==> config.mk <==
export PLATFORM = sky130hd
export DESIGN_NAME = adc_conv_ctrl
export DESIGN_NICKNAME = d
export VERILOG_FILES = /design/src/rtl/adc_seq_pkg.sv /design/src/rtl/adc_ctl_regs.sv /design/src/rtl/adc_conv_seq.sv /design/src/rtl/adc_result_hold.sv /design/src/rtl/adc_conv_ctrl.sv
export SDC_FILE = /design/constraint.sdc
export NUM_CORES = 1
export LEC_CHECK = 0
export BUFFER_PORTS_ARGS = -buffer_cell sky130_fd_sc_hd__buf_2
export CORE_UTILIZATION = 48
export CTS_BUF_LIST = sky130_fd_sc_hd__clkbuf_4
export CTS_CLUSTER_DIAMETER = 60
export DETAILED_ROUTE_END_ITERATION = 16
export GPL_TIMING_DRIVEN = 0
export PLACE_DENSITY_LB_ADDON = 0.05
export SKIP_CTS_REPAIR_TIMING = 1
export SLEW_MARGIN = 20
export SYNTH_ARGS = -nofsm -noshare
export SYNTH_HDL_FRONTEND = slang
export SYNTH_SLANG_ARGS = --single-unit
export TNS_END_PERCENT = 100
==> constraint.sdc <==
create_clock -name clk -period 1.2 [get_ports clk]
set_input_delay 0.24 -clock clk [delete_from_list [all_inputs] [get_ports clk]]
set_output_delay 0.24 -clock clk [all_outputs]
set_load 0.005 [all_outputs]
==> src/rtl/adc_seq_pkg.sv <==
package adc_seq_pkg;
  typedef enum logic [1:0] {
    SQ_OFF  = 2'd0,
    SQ_IDLE = 2'd1,
    SQ_WARM = 2'd2,
    SQ_RUN  = 2'd3
  } sq_state_t;

  localparam logic ADDR_CTRL = 1'b0;
  localparam logic ADDR_DATA = 1'b1;
endpackage

==> src/rtl/adc_ctl_regs.sv <==
module adc_ctl_regs #(
  parameter int DW   = 8,
  parameter int CH_W = 5
) (
  input  logic            clk,
  input  logic            rst_n,
  input  logic            bus_wr,
  input  logic            bus_addr,
  input  logic [DW-1:0]   bus_wdata,
  output logic            cfg_wr,
  output logic            wchan_off,
  output logic            ien,
  output logic            cont,
  output logic [CH_W-1:0] chan
);
  import adc_seq_pkg::*;

  localparam int CONT_BIT = CH_W;
  localparam int IEN_BIT  = CH_W + 1;
  localparam logic [CH_W-1:0] CH_OFF = '1;

  assign cfg_wr    = bus_wr && (bus_addr == ADDR_CTRL);
  assign wchan_off = (bus_wdata[CH_W-1:0] == CH_OFF);

  always_ff @(posedge clk) begin
    if (!rst_n) begin
      ien  <= 1'b0;
      cont <= 1'b0;
      chan <= CH_OFF;
    end else if (cfg_wr) begin
      ien  <= bus_wdata[IEN_BIT];
      cont <= bus_wdata[CONT_BIT];
      chan <= bus_wdata[CH_W-1:0];
    end
  end
endmodule

==> src/rtl/adc_conv_seq.sv <==
module adc_conv_seq (
  input  logic clk,
  input  logic rst_n,
  input  logic cfg_wr,
  input  logic wchan_off,
  input  logic cont,
  input  logic done,
  output logic start,
  output logic take,
  output logic warm,
  output logic pwr_on
);
  import adc_seq_pkg::*;

  sq_state_t state;
  logic      start_q;

  assign take   = done && (state == SQ_RUN) && !cfg_wr;
  assign warm   = (state == SQ_WARM);
  assign pwr_on = (state != SQ_OFF);
  assign start  = start_q;

  always_ff @(posedge clk) begin
    if (!rst_n) begin
      state   <= SQ_OFF;
      start_q <= 1'b0;
    end else begin
      start_q <= 1'b0;
      if (cfg_wr) begin
        if (wchan_off) begin
          state <= SQ_OFF;
        end else begin
          start_q <= 1'b1;
          state   <= (state == SQ_OFF || state == SQ_WARM) ? SQ_WARM : SQ_RUN;
        end
      end else if (done) begin
        case (state)
          SQ_WARM: begin
            state   <= SQ_RUN;
            start_q <= 1'b1;
          end
          SQ_RUN: begin
            if (cont) start_q <= 1'b1;
            else      state   <= SQ_IDLE;
          end
          default: ;
        endcase
      end
    end
  end


  start_pwr_chk: assert property (@(posedge clk) disable iff (!rst_n)
    start_q |-> pwr_on);

  wr_start_chk: assert property (@(posedge clk) disable iff (!rst_n)
    (cfg_wr && !wchan_off) |=> start_q);

  single_idle_chk: assert property (@(posedge clk) disable iff (!rst_n)
    (take && !cont) |=> !start_q);

  cont_restart_chk: assert property (@(posedge clk) disable iff (!rst_n)
    (take && cont) |=> start_q);
endmodule

==> src/rtl/adc_result_hold.sv <==
module adc_result_hold #(
  parameter int RES_W = 8
) (
  input  logic             clk,
  input  logic             rst_n,
  input  logic             take,
  input  logic [RES_W-1:0] result,
  input  logic             clr,
  input  logic             ien,
  output logic [RES_W-1:0] data,
  output logic             pend,
  output logic             irq
);
  always_ff @(posedge clk) begin
    if (!rst_n) begin
      data <= '0;
      pend <= 1'b0;
    end else begin
      if (take) begin
        data <= result;
        pend <= 1'b1;
      end else if (clr) begin
        pend <= 1'b0;
      end
    end
  end

  assign irq = pend && ien;


  irq_src_chk: assert property (@(posedge clk) disable iff (!rst_n)
    $rose(irq) |-> ($past(take) || $rose(ien)));

  clr_pend_chk: assert property (@(posedge clk) disable iff (!rst_n)
    (clr && !take) |=> !pend);
endmodule

==> src/rtl/adc_conv_ctrl.sv <==
module adc_conv_ctrl #(
  parameter int DW    = 8,
  parameter int CH_W  = 5,
  parameter int RES_W = 8
) (
  input  logic             clk,
  input  logic             rst_n,
  input  logic             bus_wr,
  input  logic             bus_rd,
  input  logic             bus_addr,
  input  logic [DW-1:0]    bus_wdata,
  output logic [DW-1:0]    bus_rdata,
  output logic             irq,
  output logic             conv_start,
  output logic [CH_W-1:0]  conv_chan,
  output logic             conv_pwr_on,
  input  logic             conv_done,
  input  logic [RES_W-1:0] conv_result
);
  import adc_seq_pkg::*;

  localparam int CONT_BIT = CH_W;
  localparam int IEN_BIT  = CH_W + 1;
  localparam int STAT_BIT = CH_W + 2;

  logic            cfg_wr, wchan_off, ien, cont, take, warm, pend, clr;
  logic [CH_W-1:0] chan;
  logic [RES_W-1:0] data_q;
  logic [DW-1:0]   ctrl_word, data_word;

  adc_ctl_regs #(.DW(DW), .CH_W(CH_W)) regs_i (
    .clk(clk), .rst_n(rst_n), .bus_wr(bus_wr), .bus_addr(bus_addr),
    .bus_wdata(bus_wdata), .cfg_wr(cfg_wr), .wchan_off(wchan_off),
    .ien(ien), .cont(cont), .chan(chan)
  );

  adc_conv_seq seq_i (
    .clk(clk), .rst_n(rst_n), .cfg_wr(cfg_wr), .wchan_off(wchan_off),
    .cont(cont), .done(conv_done), .start(conv_start), .take(take),
    .warm(warm), .pwr_on(conv_pwr_on)
  );

  assign clr = cfg_wr || (bus_rd && (bus_addr == ADDR_DATA));

  adc_result_hold #(.RES_W(RES_W)) hold_i (
    .clk(clk), .rst_n(rst_n), .take(take), .result(conv_result),
    .clr(clr), .ien(ien), .data(data_q), .pend(pend), .irq(irq)
  );

  assign conv_chan = chan;

  always_comb begin
    ctrl_word = '0;
    ctrl_word[CH_W-1:0] = chan;
    ctrl_word[CONT_BIT] = cont;
    ctrl_word[IEN_BIT]  = ien;
    ctrl_word[STAT_BIT] = pend && !ien;
    data_word = '0;
    data_word[RES_W-1:0] = data_q;
  end

  assign bus_rdata = (bus_addr == ADDR_CTRL) ? ctrl_word : data_word;


  warm_keep_chk: assert property (@(posedge clk) disable iff (!rst_n)
    (warm && conv_done && !cfg_wr) |=> $stable(data_q));

  off_keep_chk: assert property (@(posedge clk) disable iff (!rst_n)
    (!conv_pwr_on && !cfg_wr) |=> $stable(data_q));

  irq_ien_chk: assert property (@(posedge clk) disable iff (!rst_n)
    (!ien && !cfg_wr) |=> !irq);
endmodule

* After elaboration in Yosys (flattened, before gate mapping)
Index checks and enable logic that the tools add are counted.
** Storage, ports and cells
- Bits in registers :: 19
- Latch bits :: 0
- RAM bits :: 0
- Bits in read-only memories :: 0
- Output and inout bits :: 16
- Word-level logic and storage cells :: 42
- Memories kept :: 0
** Operators by class
- $add $sub $neg :: 0
- $mul :: 0
- Div/mod/pow operators :: 0
- Magnitude comparators :: 0
- Equal/unequal tests :: 4
- Shifts and indexed selects :: 0
- Muxes and demuxes :: 14
- Bitwise logic cells :: 1
- Reductions and logical operators :: 16
** Operators with widths (count)
- $mux 2 :: 4
- $mux 8 :: 1
- $mux 1 :: 7
- $logic_and 1x1->1 :: 6
- $reduce_bool 2->1 :: 3
- $eq 5x5->1 const B :: 1
- $eq 2x2->1 const B :: 2
- $pmux 2 s2 :: 1
- $ne 3x3->1 const B :: 1
- $reduce_and 3->1 :: 1
- $reduce_bool 3->1 :: 1
- $logic_not 1->1 :: 2
- $logic_not 2->1 :: 1
- $logic_or 1x1->1 :: 2
- $pmux 1 s2 :: 1
- $not 1->1 :: 1

* Longest topological paths before layout
- Depth in word-level cells :: 5
- Gate-level depth with buffers :: 5
- Gate-level depth less buffers :: 3

* By module
From an unflattened synthesis, not the netlist that was laid out.
** Unflattened totals
- Cells, all modules :: 91
- Area total of the unflattened synthesis :: 929.6 µm²
** By module, submodules not included
- adc_result_hold :: times used 1, cells each 29, area each 341.6 µm², sequential area each 180.2 µm²
- adc_ctl_regs :: times used 1, cells each 34, area each 310.3 µm², sequential area each 140.1 µm²
- adc_conv_ctrl :: times used 1, cells each 11, area each 138.9 µm², sequential area each 0.0 µm²
- adc_conv_seq :: times used 1, cells each 17, area each 138.9 µm², sequential area each 60.1 µm²

* Worst setup path before layout
Ideal clock, no wire load.
- Path type :: reg-to-reg
- From :: reg seq_i.state[0]
- To :: reg hold_i.data[0]
- Setup time :: 72 ps
- Arrival time :: 962 ps
- Required time :: 1128 ps
- Setup slack :: 166 ps
- Cell stages (with the launch flop) :: 5
- Buffers on the path :: 1
- Path through :: dfxtp_1 -> clkinv_1 -> nor3_4 -> buf_6 -> mux2i_1
** Between the ends
- Word-level cells in the longest chain between the ends :: 3
** RTL lines
- start: declaration :: line adc_conv_seq.sv:15 : sq_state_t state;
- start signal: assignment :: line adc_conv_seq.sv:34 : state <= (state == SQ_OFF || state == SQ_WARM) ? SQ_WARM : SQ_RUN;
- $eq 2x2->1 :: line adc_conv_seq.sv:18 : assign take = done && (state == SQ_RUN) && !cfg_wr;
- $logic_and 1x1->1 (2 in a row) :: line adc_conv_seq.sv:18
- end signal: assignment :: line adc_result_hold.sv:20 : data <= result;
- end: declaration :: line adc_result_hold.sv:10 : output logic [RES_W-1:0] data,
Every way passes these cells.
A chain may end at the register's enable or synchronous reset.

* Worst setup path after layout
- From :: reg regs_i.ien
- To :: out bus_rdata[6]
** Between the ends
- Word-level cells in the longest chain between the ends :: 1
** RTL lines
- start: declaration :: line adc_ctl_regs.sv:12 : output logic ien,
- start signal: assignment :: line adc_ctl_regs.sv:31 : ien <= bus_wdata[IEN_BIT];
- $mux 8 :: line adc_conv_ctrl.sv:62 : assign bus_rdata = (bus_addr == ADDR_CTRL) ? ctrl_word : data_word;
- end: declaration :: line adc_conv_ctrl.sv:12 : output logic [DW-1:0] bus_rdata,
Every way passes these cells.

==> impl_metrics.json <==
{
  "status": "finished, violations left",
  "failed_checks": "setup timing",
  "place_congestion": 0.695,
  "ys_ff_latch": 19,
  "seqPwrFrac_pct": 55.2,
  "die_y_um": 44.8,
  "path_buf_inv": 1,
  "syn_inst": 103,
  "setup_tns_ps": -341,
  "synth_top_flop_cell": "dfxtp_1",
  "gr-max-usage-layer": "met2",
  "crit_chain": "mux2_2, buf_2",
  "diodes": 0,
  "netlist_area_um2": 880,
  "ios": 38,
  "grt_pass1_wl_um": 2940,
  "worstSetupPathType": "register to output pin",
  "yosysTopAreaCell": "dfxtp_1",
  "relSlewSlack_pct": 73.0,
  "start_util_pct": 50.9,
  "clockBufferDepth": 2,
  "vias": 828,
  "cts_buffers": 3,
  "io_buffers": 35,
  "comb_power_share_pct": 16.8,
  "period_share_pct": 104,
  "p_int_mw": 0.917,
  "cts_tree": "yes",
  "clk-insertion-delay-late_ps": 290,
  "synth_common_cells": "35 x nand2_1, 19 x dfxtp_1, 8 x mux2i_1",
  "synth_fp_nets": 125,
  "cp.arrival_ps": 1010,
  "syn_avg_cell_area_um2": 8.54,
  "grt_overflow": 0,
  "final_layout_size_suffix_gt1_share_pct": 48.3,
  "synth_edf_count": 0,
  "grt_use_met2_pct": 32.6,
  "rows": 15,
  "antenna_found_initial": 0,
  "drt-initial-drc-count": 24,
  "vias_per_cell": 4.87,
  "switchingPower_mw": 0.298,
  "yosysMostFrequentCell": "nand2_1",
  "dp_hpwl_um": 1370,
  "cts_htree_levels": 1,
  "async_flop_share_pct": 0,
  "cts.sinks": 19,
  "hold_path_class": "input port to register",
  "maxCapViolations": 0,
  "synth_warnings": 0,
  "seq_area_frac_synth_pct": 43.2,
  "cp_top_family": "flip-flops",
  "ant_nets": 0,
  "cts-root-buf": "clkbuf_4",
  "swShare_pct": 24.5,
  "fin_skew_ps": 1.34,
  "area_growth_pct": 35.8,
  "fmax_ghz": 0.799,
  "use_met1_pct": 28.1,
  "finalHoldViolCount": 0,
  "power_leakage_nw": 0.549,
  "yosys-top-cells-area": "dfxtp_1 43%, nand2_1 15%, mux2i_1 9.1%",
  "worst_pin_slew_ps": 406,
  "power_frac_clock_pct": 28.0,
  "min_period_ps": 1250,
  "worstPathRequired_ps": 960,
  "grt_usage_pct": 20.5,
  "fin_ws_ps": -51.1,
  "dp_cells": 163,
  "drc_errors": 0,
  "die_area_mm2": 0.00201,
  "slew_viol_final": 0,
  "dieWidth_um": 44.8,
  "firstDrtPassIters": 4,
  "power.density_mw_per_mm2": 1020,
  "setup_viol_count_final": 9,
  "grtUsageMet3_pct": 3.60,
  "drt-total-wl_um": 1930,
  "path_max_fanout": 4,
  "cp-start-kind": "register",
  "cpMaxStageDelayCell": "dfxtp_2",
  "synth_top_area_share_pct": 43.2,
  "yosysUniqueCellTypes": 24,
  "instances_no_fill": 170,
  "cpPeakStageDelay_ps": 350,
  "core_mm2": 0.00173,
  "grt_max_degree": 11,
  "layout.nets": 168,
  "cp-end-kind": "output pin",
  "wire_per_inst_um": 11.3,
  "grt_pass1_vias": 657,
  "clkTransAtPathRegs_ps": 110,
  "ir_worst_vdd_mv": 0.701,
  "rsz0062_at_grt": "true"
}
## layer usage
layer,routed length [um],share of wire [%]
met1,901,47
met2,931,48
met3,80,4.2
met4,12,0.62
met5,0,0
## area by class of cell
cell class	count	area [um2]
buffer	6	41.3
clock buffer	4	30.0
fill	164	532
inverter	2	7.51
multi-input combinational	75	470
sequential	19	393
tap	25	31.3
timing repair buffer	39	221
## cell usage in the layout, fill, tap and decap left out
cell type	count
o31ai_1	1
dfxtp_2	10
nand2_4	1
nor2b_1	1
dfxtp_1	9
nand3_1	7
mux2i_1	8
and3_1	1
a21oi_1	3
nand4_1	1
nand2_1	34
o211ai_1	1
and2_1	1
clkinv_1	1
nor3_4	1
o21ai_2	1
buf_6	5
mux2_4	1
clkbuf_1	1
nand2b_4	1
buf_2	36
mux2_2	6
or2_4	1
o21a_1	1
nand2b_1	1
o21ai_1	2
nand3b_1	1
clkbuf_4	4
inv_1	1
buf_4	3
## tightest hold or removal path, stage by stage
cell and delay, ps:
buf_2 90, nand2_1 40, a21oi_1 50
## cell families (layout without fill, tap and decap cells)
family          count (synthesis)  count (layout)  share of synthesized area [%]
simple gates                   51              51                           26.6
flops                          19              19                           43.2
compound gates                  9               9                           5.97
buf+inv                         9              51                           6.12
mux                            15              15                           18.1
## through the flow
stage | setup slack [ps] | area, um2 | util [%] | power (mW) | hold WS (ps)
4_1_cts | -98.5 | 1120 | 64.6 | 1.19 | 169
3_5_place_dp | -89.2 | 1090 | 62.9 | 0.858 | 443
6_report | -51.1 | 1190 | 69.2 | 1.22 | 169
3_3_place_gp | -84.4 | 1090 | 62.9 | 0.854 | 438
2_1_floorplan | 166 | 880 | - | 0.775 | 363
5_1_grt | -95.7 | 1190 | 69.2 | 1.27 | 168
## state kept, by name, indices dropped and copies added (netlist names)
register / flops
seq_i.start: 1
hold_i.pend: 1
regs_i.ien: 1
regs_i.cont: 1
regs_i.chan: 5
hold_i.data: 8
seq_i.state: 2
## power groups by stage
stage	logic, mW	clock network [mW]	registers, mW
4_1_cts	0.178	0.347	0.667
6_report	0.205	0.340	0.671
3_5_place_dp	0.177	0	0.681
5_1_grt	0.227	0.372	0.673
2_1_floorplan	0.0952	0	0.680
3_3_place_gp	0.173	0	0.680
## worst paths after layout
check | from | to | slack (ps) | cells after the start
setup / recovery | regs_i.ien | bus_rdata[6] | -50 | 2
hold / removal | bus_wdata[5] | regs_i.cont | 170 | 3
setup reg to reg | seq_i.state[1] | hold_i.data[4] | 70 | 5
hold reg to reg | hold_i.data[3] | hold_i.data[3] | 460 | 2
No activity file was read; power rests on OpenSTA's default activity.
